==> src/rtl/dtune_pkg.sv <==
package dtune_pkg;

    // Sequencer states of the tuning sweep
    typedef enum logic [2:0] {
        ST_IDLE,
        ST_KEY,
        ST_SEL,
        ST_WAIT,
        ST_REQ,
        ST_RESP,
        ST_DONE
    } seq_state_e;

    localparam logic [31:0] UNLOCK_WORD = 32'h1234_ABCD;

endpackage

==> src/rtl/dtune_poll.sv <==
module dtune_poll #(
    parameter int POLL_CYCLES = 250000,
    parameter int POLL_TRIES  = 20
) (
    input  logic clk,
    input  logic rst,
    input  logic run_i,
    input  logic stable_i,
    output logic ok_o,
    output logic expire_o
);
    localparam int CW = (POLL_CYCLES > 1) ? $clog2(POLL_CYCLES) : 1;
    localparam int TW = $clog2(POLL_TRIES + 1);

    logic [CW-1:0] gap_q;
    logic [TW-1:0] tries_q;
    logic          sample;

    assign sample   = run_i && (gap_q == '0);
    assign ok_o     = sample && stable_i;
    assign expire_o = sample && !stable_i && (tries_q == TW'(POLL_TRIES));

    always_ff @(posedge clk) begin
        if (rst || !run_i) begin
            gap_q   <= '0;
            tries_q <= '0;
        end else if (sample) begin
            gap_q   <= CW'(POLL_CYCLES - 1);
            tries_q <= tries_q + 1'b1;
        end else begin
            gap_q   <= gap_q - 1'b1;
        end
    end
endmodule

==> src/rtl/dtune_window.sv <==
module dtune_window #(
    parameter int N_STEPS = 32,
    parameter int IDX_W   = $clog2(N_STEPS)
) (
    input  logic             clk,
    input  logic             rst,
    input  logic             clear_i,
    input  logic             upd_i,
    input  logic [IDX_W-1:0] idx_i,
    input  logic             pass_i,
    output logic [IDX_W-1:0] best_o
);
    localparam int SW = IDX_W + 1;
    localparam int DW = IDX_W + 2;

    typedef struct packed {
        logic signed [SW-1:0] lo;
        logic signed [SW-1:0] hi;
    } span_t;

    localparam logic signed [SW-1:0] NONE = '1;

    span_t run_a_q, run_b_q;
    logic  fail_seen_q;
    logic signed [SW-1:0] idx_s;

    assign idx_s = $signed({1'b0, idx_i});

    function automatic logic signed [DW-1:0] widen(input logic signed [SW-1:0] v);
        return $signed({v[SW-1], v});
    endfunction

    always_ff @(posedge clk) begin
        if (rst || clear_i) begin
            run_a_q     <= '{lo: NONE, hi: NONE};
            run_b_q     <= '{lo: NONE, hi: NONE};
            fail_seen_q <= 1'b0;
        end else if (upd_i) begin
            if (!pass_i) begin
                fail_seen_q <= 1'b1;
            end else if (!fail_seen_q) begin
                if (run_a_q.lo == NONE) run_a_q.lo <= idx_s;
                run_a_q.hi <= idx_s;
            end else begin
                if (run_b_q.lo == NONE) run_b_q.lo <= idx_s;
                run_b_q.hi <= idx_s;
            end
        end
    end

    logic signed [DW-1:0] len_a, len_b, base, span, centre;

    always_comb begin
        len_a = widen(run_a_q.hi) - widen(run_a_q.lo);
        len_b = widen(run_b_q.hi) - widen(run_b_q.lo);
        if (len_a >= len_b) begin
            base = widen(run_a_q.lo);
            span = len_a;
        end else begin
            base = widen(run_b_q.lo);
            span = len_b;
        end
        centre = base + (span >>> 1);
        if (centre < 0) best_o = '0;
        else            best_o = centre[IDX_W-1:0];
    end
endmodule

==> src/rtl/dtune_seq.sv <==
module dtune_seq
    import dtune_pkg::*;
#(
    parameter int N_STEPS = 32,
    parameter int SEL_W   = N_STEPS,
    parameter int IDX_W   = $clog2(N_STEPS)
) (
    input  logic             clk,
    input  logic             rst,
    input  logic             start_i,
    input  logic             stable_ok_i,
    input  logic             stable_expire_i,
    input  logic             res_valid_i,
    input  logic [IDX_W-1:0] best_i,
    output logic             poll_run_o,
    output logic             win_clear_o,
    output logic             win_upd_o,
    output logic [IDX_W-1:0] step_o,
    output logic             key_we_o,
    output logic             sel_we_o,
    output logic [SEL_W-1:0] sel_o,
    output logic             tune_req_o,
    output logic             busy_o,
    output logic             done_o,
    output logic             err_o
);
    localparam logic [IDX_W-1:0] LAST_STEP = IDX_W'(N_STEPS - 1);

    seq_state_e       st_q;
    logic [IDX_W-1:0] step_q;
    logic             final_q;
    logic             err_q;
    logic [SEL_W-1:0] sel_q;

    function automatic logic [SEL_W-1:0] therm(input logic [IDX_W-1:0] n);
        logic [SEL_W-1:0] t;
        for (int b = 0; b < SEL_W; b++) t[b] = (b < int'(n));
        return t;
    endfunction

    always_ff @(posedge clk) begin
        if (rst) begin
            st_q    <= ST_IDLE;
            step_q  <= '0;
            final_q <= 1'b0;
            err_q   <= 1'b0;
            sel_q   <= '0;
        end else begin
            unique case (st_q)
                ST_IDLE: if (start_i) begin
                    st_q    <= ST_KEY;
                    step_q  <= '0;
                    final_q <= 1'b0;
                    err_q   <= 1'b0;
                end
                ST_KEY: begin
                    sel_q <= therm(final_q ? best_i : step_q);
                    st_q  <= ST_SEL;
                end
                ST_SEL: st_q <= ST_WAIT;
                ST_WAIT: begin
                    if (stable_expire_i) begin
                        err_q <= 1'b1;
                        st_q  <= ST_IDLE;
                    end else if (stable_ok_i) begin
                        st_q <= final_q ? ST_DONE : ST_REQ;
                    end
                end
                ST_REQ: st_q <= ST_RESP;
                ST_RESP: if (res_valid_i) begin
                    if (step_q == LAST_STEP) final_q <= 1'b1;
                    else                     step_q  <= step_q + 1'b1;
                    st_q <= ST_KEY;
                end
                ST_DONE: st_q <= ST_IDLE;
                default: st_q <= ST_IDLE;
            endcase
        end
    end

    assign poll_run_o  = (st_q == ST_WAIT);
    assign win_clear_o = (st_q == ST_IDLE) && start_i;
    assign win_upd_o   = (st_q == ST_RESP) && res_valid_i;
    assign step_o      = step_q;
    assign key_we_o    = (st_q == ST_KEY);
    assign sel_we_o    = (st_q == ST_SEL);
    assign sel_o       = sel_q;
    assign tune_req_o  = (st_q == ST_REQ);
    assign busy_o      = (st_q != ST_IDLE);
    assign done_o      = (st_q == ST_DONE);
    assign err_o       = err_q;
endmodule

==> src/rtl/dly_tune_ctrl.sv <==
module dly_tune_ctrl
    import dtune_pkg::*;
#(
    parameter int          N_STEPS     = 32,
    parameter int          SEL_W       = N_STEPS,
    parameter int          IDX_W       = $clog2(N_STEPS),
    parameter int          POLL_CYCLES = 250000,
    parameter int          POLL_TRIES  = 20,
    parameter logic [31:0] UNLOCK_KEY  = UNLOCK_WORD
) (
    input  logic             clk,
    input  logic             rst,
    input  logic             start_i,
    input  logic             clk_stable_i,
    input  logic             res_valid_i,
    input  logic             res_pass_i,
    output logic             key_we_o,
    output logic [31:0]      key_data_o,
    output logic             sel_we_o,
    output logic [SEL_W-1:0] sel_o,
    output logic             tune_req_o,
    output logic             busy_o,
    output logic             done_o,
    output logic             err_o,
    output logic [IDX_W-1:0] best_o
);
    logic             poll_run, poll_ok, poll_expire;
    logic             win_clear, win_upd;
    logic [IDX_W-1:0] step_idx;
    logic [IDX_W-1:0] best_idx;

    dtune_poll #(
        .POLL_CYCLES(POLL_CYCLES),
        .POLL_TRIES (POLL_TRIES)
    ) u_poll (
        .clk     (clk),
        .rst     (rst),
        .run_i   (poll_run),
        .stable_i(clk_stable_i),
        .ok_o    (poll_ok),
        .expire_o(poll_expire)
    );

    dtune_window #(
        .N_STEPS(N_STEPS),
        .IDX_W  (IDX_W)
    ) u_window (
        .clk    (clk),
        .rst    (rst),
        .clear_i(win_clear),
        .upd_i  (win_upd),
        .idx_i  (step_idx),
        .pass_i (res_pass_i),
        .best_o (best_idx)
    );

    dtune_seq #(
        .N_STEPS(N_STEPS),
        .SEL_W  (SEL_W),
        .IDX_W  (IDX_W)
    ) u_seq (
        .clk            (clk),
        .rst            (rst),
        .start_i        (start_i),
        .stable_ok_i    (poll_ok),
        .stable_expire_i(poll_expire),
        .res_valid_i    (res_valid_i),
        .best_i         (best_idx),
        .poll_run_o     (poll_run),
        .win_clear_o    (win_clear),
        .win_upd_o      (win_upd),
        .step_o         (step_idx),
        .key_we_o       (key_we_o),
        .sel_we_o       (sel_we_o),
        .sel_o          (sel_o),
        .tune_req_o     (tune_req_o),
        .busy_o         (busy_o),
        .done_o         (done_o),
        .err_o          (err_o)
    );

    assign key_data_o = key_we_o ? UNLOCK_KEY : 32'h0;
    assign best_o     = best_idx;
endmodule

==> config.mk <==
export PLATFORM = sky130hd
export DESIGN_NAME = dly_tune_ctrl
export DESIGN_NICKNAME = d
export VERILOG_FILES = /design/src/rtl/dtune_pkg.sv /design/src/rtl/dtune_poll.sv /design/src/rtl/dtune_window.sv /design/src/rtl/dtune_seq.sv /design/src/rtl/dly_tune_ctrl.sv
export SDC_FILE = /design/constraint.sdc
export NUM_CORES = 1
export LEC_CHECK = 0
export BUFFER_PORTS_ARGS = -buffer_cell sky130_fd_sc_hd__buf_4
export CAP_MARGIN = 20
export CORE_MARGIN = 5
export CORE_UTILIZATION = 45
export DETAILED_ROUTE_END_ITERATION = 12
export HOLD_SLACK_MARGIN = 0.08
export PLACE_DENSITY_LB_ADDON = 0.12
export RECOVER_POWER = 25
export SLEW_MARGIN = 20
export SYNTH_ARGS = -nofsm -noshare
export SYNTH_HDL_FRONTEND = slang
export SYNTH_HIERARCHICAL = 1
export SYNTH_SLANG_ARGS = --single-unit
==> constraint.sdc <==
create_clock -name clk -period 6.2 [get_ports clk]
set_input_delay 0.31 -clock clk [delete_from_list [all_inputs] [get_ports clk]]
set_output_delay 0.31 -clock clk [all_outputs]
set_load 0.1 [all_outputs]
==> flow_summary.rst <==
.. list-table::
   :header-rows: 1

   * - Metric
     - Value
   * - Weighted congestion at the end of routability-driven global placement
     - 0.844
   * - Hold violation total from the final report
     - 0
   * - Maximum achievable frequency
     - 0.176 GHz
   * - Clock transition time at the flip-flop clock pins of the worst setup and hold paths
     - 0.06 ns
   * - Post-synth cell types
     - 70
   * - Worst-case clock buffer depth
     - 2
   * - All-layer global routing usage
     - 18.1%
   * - Worst vdd rail ir drop
     - 0.000177 V
   * - Prevailing post-synth register cell
     - sky130_fd_sc_hd__dfxtp_1
   * - Area of the core region
     - 0.0113 mm²
   * - Worst hold path type
     - in2reg
   * - Sequential cell area
     - 0.00178 mm²
   * - Top cells by instance count after synthesis
     - 89 x sky130_fd_sc_hd__dfxtp_1, 65 x sky130_fd_sc_hd__nor2_1, 55 x sky130_fd_sc_hd__nand2_1
   * - Synth async-reset ratio
     - 0%
   * - Pin count of the biggest net entering global routing
     - 39
   * - Number of antenna repair diodes
     - 0
   * - Critical path class
     - reg2reg
   * - NumNets Final
     - 685
   * - Proportion of netlist area held by the largest area contributor
     - 34.7%
   * - Number of cells on the critical path
     - 24
   * - Critical path peak fanout
     - 7
   * - Avg Cell Area, Syn
     - 8.44 µm²
   * - Switching Share
     - 32.8%
   * - Number of cells upsized or downsized after cts
     - 0
   * - Sequential fraction of the synthesis area
     - 34.7%
   * - Setup slack, reg-to-reg
     - 0.53 ns
   * - Final-report setup violation count
     - 0
   * - Layout cells sized above 1
     - 12.0%
   * - Number of fill cells
     - 1,124
   * - Antenna violation net count after detailed routing
     - 0
   * - Total wire length
     - 11.9 mm
   * - Run status
     - completed
   * - Accumulated negative setup slack
     - 0 ns
   * - Power Density
     - 275 mW/mm²
   * - MaxCap Viol Count
     - 0
   * - FF+latch count, synth
     - 89
   * - Syn Inst Count
     - 608
   * - Half-perimeter wire length of the detailed placement result
     - 8.98 mm
   * - Hold_ws
     - 0.316 ns
   * - Count of buffers added by post-CTS timing repair for setup
     - 0
   * - Worst reg2reg path depth
     - 24
   * - CTS tree
     - done
   * - Yosys warning count
     - 6
   * - Normalized max-slew margin
     - 21.2%
   * - Horizontal extent of the die
     - 117 µm
   * - Row Count
     - 39
   * - Vias
     - 4,271
   * - Iteration-0 DRC Markers
     - 217
   * - Setup Skew
     - 0.00832 ns
   * - Critical path buffer and inverter count
     - 2
   * - Total CTS buffers
     - 9
   * - Avg WL per Cell
     - 15.0 µm
   * - Leakage Power
     - 2.54 nW
   * - Kind of end point of the critical path
     - flop
   * - Antenna violations before repair
     - 0
   * - Number of DRC violations after detailed routing
     - 0
   * - Layout overhead on the synthesized area
     - 11.7%
   * - Most frequent cell after synthesis
     - sky130_fd_sc_hd__dfxtp_1
   * - Final period utilization
     - 91.4%
   * - Vias in the first global route
     - 3,998
   * - Number of cells on the worst hold path
     - 4
   * - Die Height
     - 117 µm
   * - Combinational Power Share
     - 21.1%
   * - Die area
     - 0.0136 mm²
   * - Net load switching power
     - 517 µW
   * - Min Clock Period, post-route
     - 5.67 ns
   * - Share of total power in sequential cells
     - 38.2%
   * - Htree depth
     - 3
   * - Buffers on Ports
     - 62
   * - Most area-hungry cell type in the Yosys netlist
     - sky130_fd_sc_hd__dfxtp_1
   * - Drt via density
     - 5.39
   * - Starting Density
     - 45.3%
   * - Setup repair after global routing missed its margin
     - no
   * - Required time at the worst-slack endpoint
     - 6.42 ns
   * - Number of enable-type register cells in the synthesized netlist
     - 0
   * - Series of cell instances along the critical path
     - ha_1 > inv_1 > fa_1 > a21oi_1 > nor2b_1 > o21ai_0 > o21ai_0 > ha_1 > a21oi_1 > o211ai_1 > o22ai_2 > mux2_2 > ha_1 > inv_1 > fa_1 > nor2b_1 > o21ai_0 > a21oi_1 > o22ai_1 > nor2_1 > mux2i_1 > nand3_1 > a32oi_1 > nor2_1
   * - Startpoint types
     - flop
   * - Pwr Total
     - 1.57 mW
   * - Proportion of power drawn by the clock network
     - 40.8%
   * - Arrival time at the worst endpoint
     - 5.88 ns
   * - Aggregate global routing overflow
     - 0
   * - Max incr delay on CP
     - 0.57 ns
   * - TritonRoute pass-1 iters
     - 5
   * - CTS sink cnt
     - 89
   * - Max stage delay cell, worst path
     - sky130_fd_sc_hd__mux2i_1
   * - Final count of pins violating max slew
     - 0
   * - Source-to-sink clock delay at the later pin of the worst-skew pair
     - 0.34 ns
   * - Wire length of the first global-routing pass
     - 19.5 mm
   * - I/O pin cnt
     - 81
   * - Internal power component
     - 1.06 mW
   * - Area used by multi-input combinational logic
     - 0.00289 mm²
   * - Kind of cell adding the most delay to the critical path
     - compound AO/OA/AOI/OAI gates
   * - Transition time of the tightest slew-check pin
     - 1.19 ns
   * - CTS Root Buffer Type
     - sky130_fd_sc_hd__clkbuf_16
   * - Combined area of all synthesized cells
     - 0.00513 mm²
   * - Hold-fix buffer count after cts
     - 0
   * - Largest cells by area after synthesis
     - sky130_fd_sc_hd__dfxtp_1 35%, sky130_fd_sc_hd__ha_1 7.6%, sky130_fd_sc_hd__buf_4 5.3%
## final cells by class
class | instances | area share, %
Multi-Input combinational cell | 436 | 50.5
Sequential cell | 89 | 31.1
Inverter | 44 | 2.90
Timing Repair Buffer | 65 | 6.22
Tap cell | 143 | 3.12
Clock buffer | 12 | 4.48
Clock inverter | 4 | 1.72
## power by group through the flow
stage                     logic (mW)  registers, mW  clock network [mW]
after floorplan                0.243          0.677                   0
after global placement         0.339          0.614                   0
after detailed placement       0.340          0.614                   0
after CTS                      0.341          0.601               0.655
after global routing           0.348          0.603               0.681
final                          0.331          0.601               0.641
## state kept, by name, summed over array words and instances, names as in the netlist
signal                count
u_seq/sel_o              31
u_poll/gap_q             18
u_window/run_a_q         12
u_window/run_b_q         12
u_poll/tries_q            5
u_seq/step_o              5
u_seq/st_q                3
u_seq/err_o               1
u_seq/final_q             1
u_window/fail_seen_q      1
## per-stage QoR
| stage | utilization, % | setup WS, ns | instance area [µm²] | cells |
|---|---|---|---|---|
| 2_1_floorplan | - | 0.112 | 5200 | 624 |
| 3_3_place_gp | 48.6 | 0.806 | 5510 | 777 |
| 3_5_place_dp | 48.6 | 0.560 | 5510 | 777 |
| 4_1_cts | 51.8 | 0.552 | 5860 | 793 |
| 5_1_grt | 50.6 | 0.0111 | 5730 | 793 |
| 6_report | 50.6 | 0.532 | 5730 | 793 |
## kinds of logic after synthesis
family          synth area share [%]
other cells                    0.146
mux                             5.88
fa+ha+maj                       8.73
compound gates                  15.3
simple gates                    22.5
flops                           34.7
buf+inv                         10.3
xor+xnor                        2.39
## path summary, 6_finish.rpt
kind / startpoint / to
worst max register to register: u_window/run_b_q[6] / u_seq/sel_o[26]
worst min register to register: u_window/run_b_q[5] / u_window/run_b_q[5]
worst min-delay path: res_valid_i / u_seq/st_q[2]
worst max-delay path: u_window/run_b_q[6] / u_seq/sel_o[26]
## metal layers
layer	global-route usage (%)	share of wire (%)	vias to the layer above
met2	27.5	46	85
li1	-	-	2166
met5	0	0	-
met3	3.44	3.9	15
met1	25.3	49	2005
met4	7.42	1.9	0
## placed cells by master, fill, tap and decap left out, drive strengths merged, types with 3 or more instances in the layout
| master | netlist | routed |
|---|---|---|
| mux2 | 6 | 6 |
| or3 | 3 | 3 |
| nand4 | 7 | 7 |
| o31ai | 10 | 10 |
| fa | 3 | 3 |
| a311oi | 3 | 3 |
| ha | 31 | 31 |
| nand3 | 15 | 15 |
| xnor2 | 7 | 7 |
| o211ai | 5 | 5 |
| nor3 | 22 | 22 |
| a21oi | 40 | 40 |
| o22ai | 6 | 6 |
| inv | 43 | 43 |
| mux2i | 23 | 23 |
| nand3b | 4 | 4 |
| a211oi | 5 | 5 |
| conb | 2 | 18 |
| nand2 | 56 | 56 |
| bufinv | 0 | 3 |
| a31oi | 6 | 6 |
| and3 | 3 | 3 |
| nor3b | 6 | 6 |
| o21ai | 24 | 24 |
| dfxtp | 89 | 89 |
| nor2b | 8 | 8 |
| buf | 42 | 30 |
| clkbuf | 13 | 47 |
| nor4 | 5 | 5 |
| nor2 | 67 | 67 |
| a22oi | 7 | 7 |
| xor2 | 7 | 7 |
| nand2b | 4 | 4 |
| or4 | 11 | 11 |
## worst register-to-register path, cell delays in order (launching register included)
cell	delay, ns
sky130_fd_sc_hd__dfxtp_1	0.38
sky130_fd_sc_hd__ha_1	0.18
sky130_fd_sc_hd__inv_1	0.05
sky130_fd_sc_hd__fa_1	0.39
sky130_fd_sc_hd__a21oi_1	0.17
sky130_fd_sc_hd__nor2b_1	0.08
sky130_fd_sc_hd__o21ai_0	0.21
sky130_fd_sc_hd__o21ai_0	0.18
sky130_fd_sc_hd__ha_1	0.34
sky130_fd_sc_hd__a21oi_1	0.14
sky130_fd_sc_hd__o211ai_1	0.11
sky130_fd_sc_hd__o22ai_2	0.28
sky130_fd_sc_hd__mux2_2	0.39
sky130_fd_sc_hd__ha_1	0.21
sky130_fd_sc_hd__inv_1	0.07
sky130_fd_sc_hd__fa_1	0.19
sky130_fd_sc_hd__nor2b_1	0.07
sky130_fd_sc_hd__o21ai_0	0.21
sky130_fd_sc_hd__a21oi_1	0.13
sky130_fd_sc_hd__o22ai_1	0.40
sky130_fd_sc_hd__nor2_1	0.16
sky130_fd_sc_hd__mux2i_1	0.57
sky130_fd_sc_hd__nand3_1	0.31
sky130_fd_sc_hd__a32oi_1	0.28
sky130_fd_sc_hd__nor2_1	0.05
(Power assumes the default switching activity.)
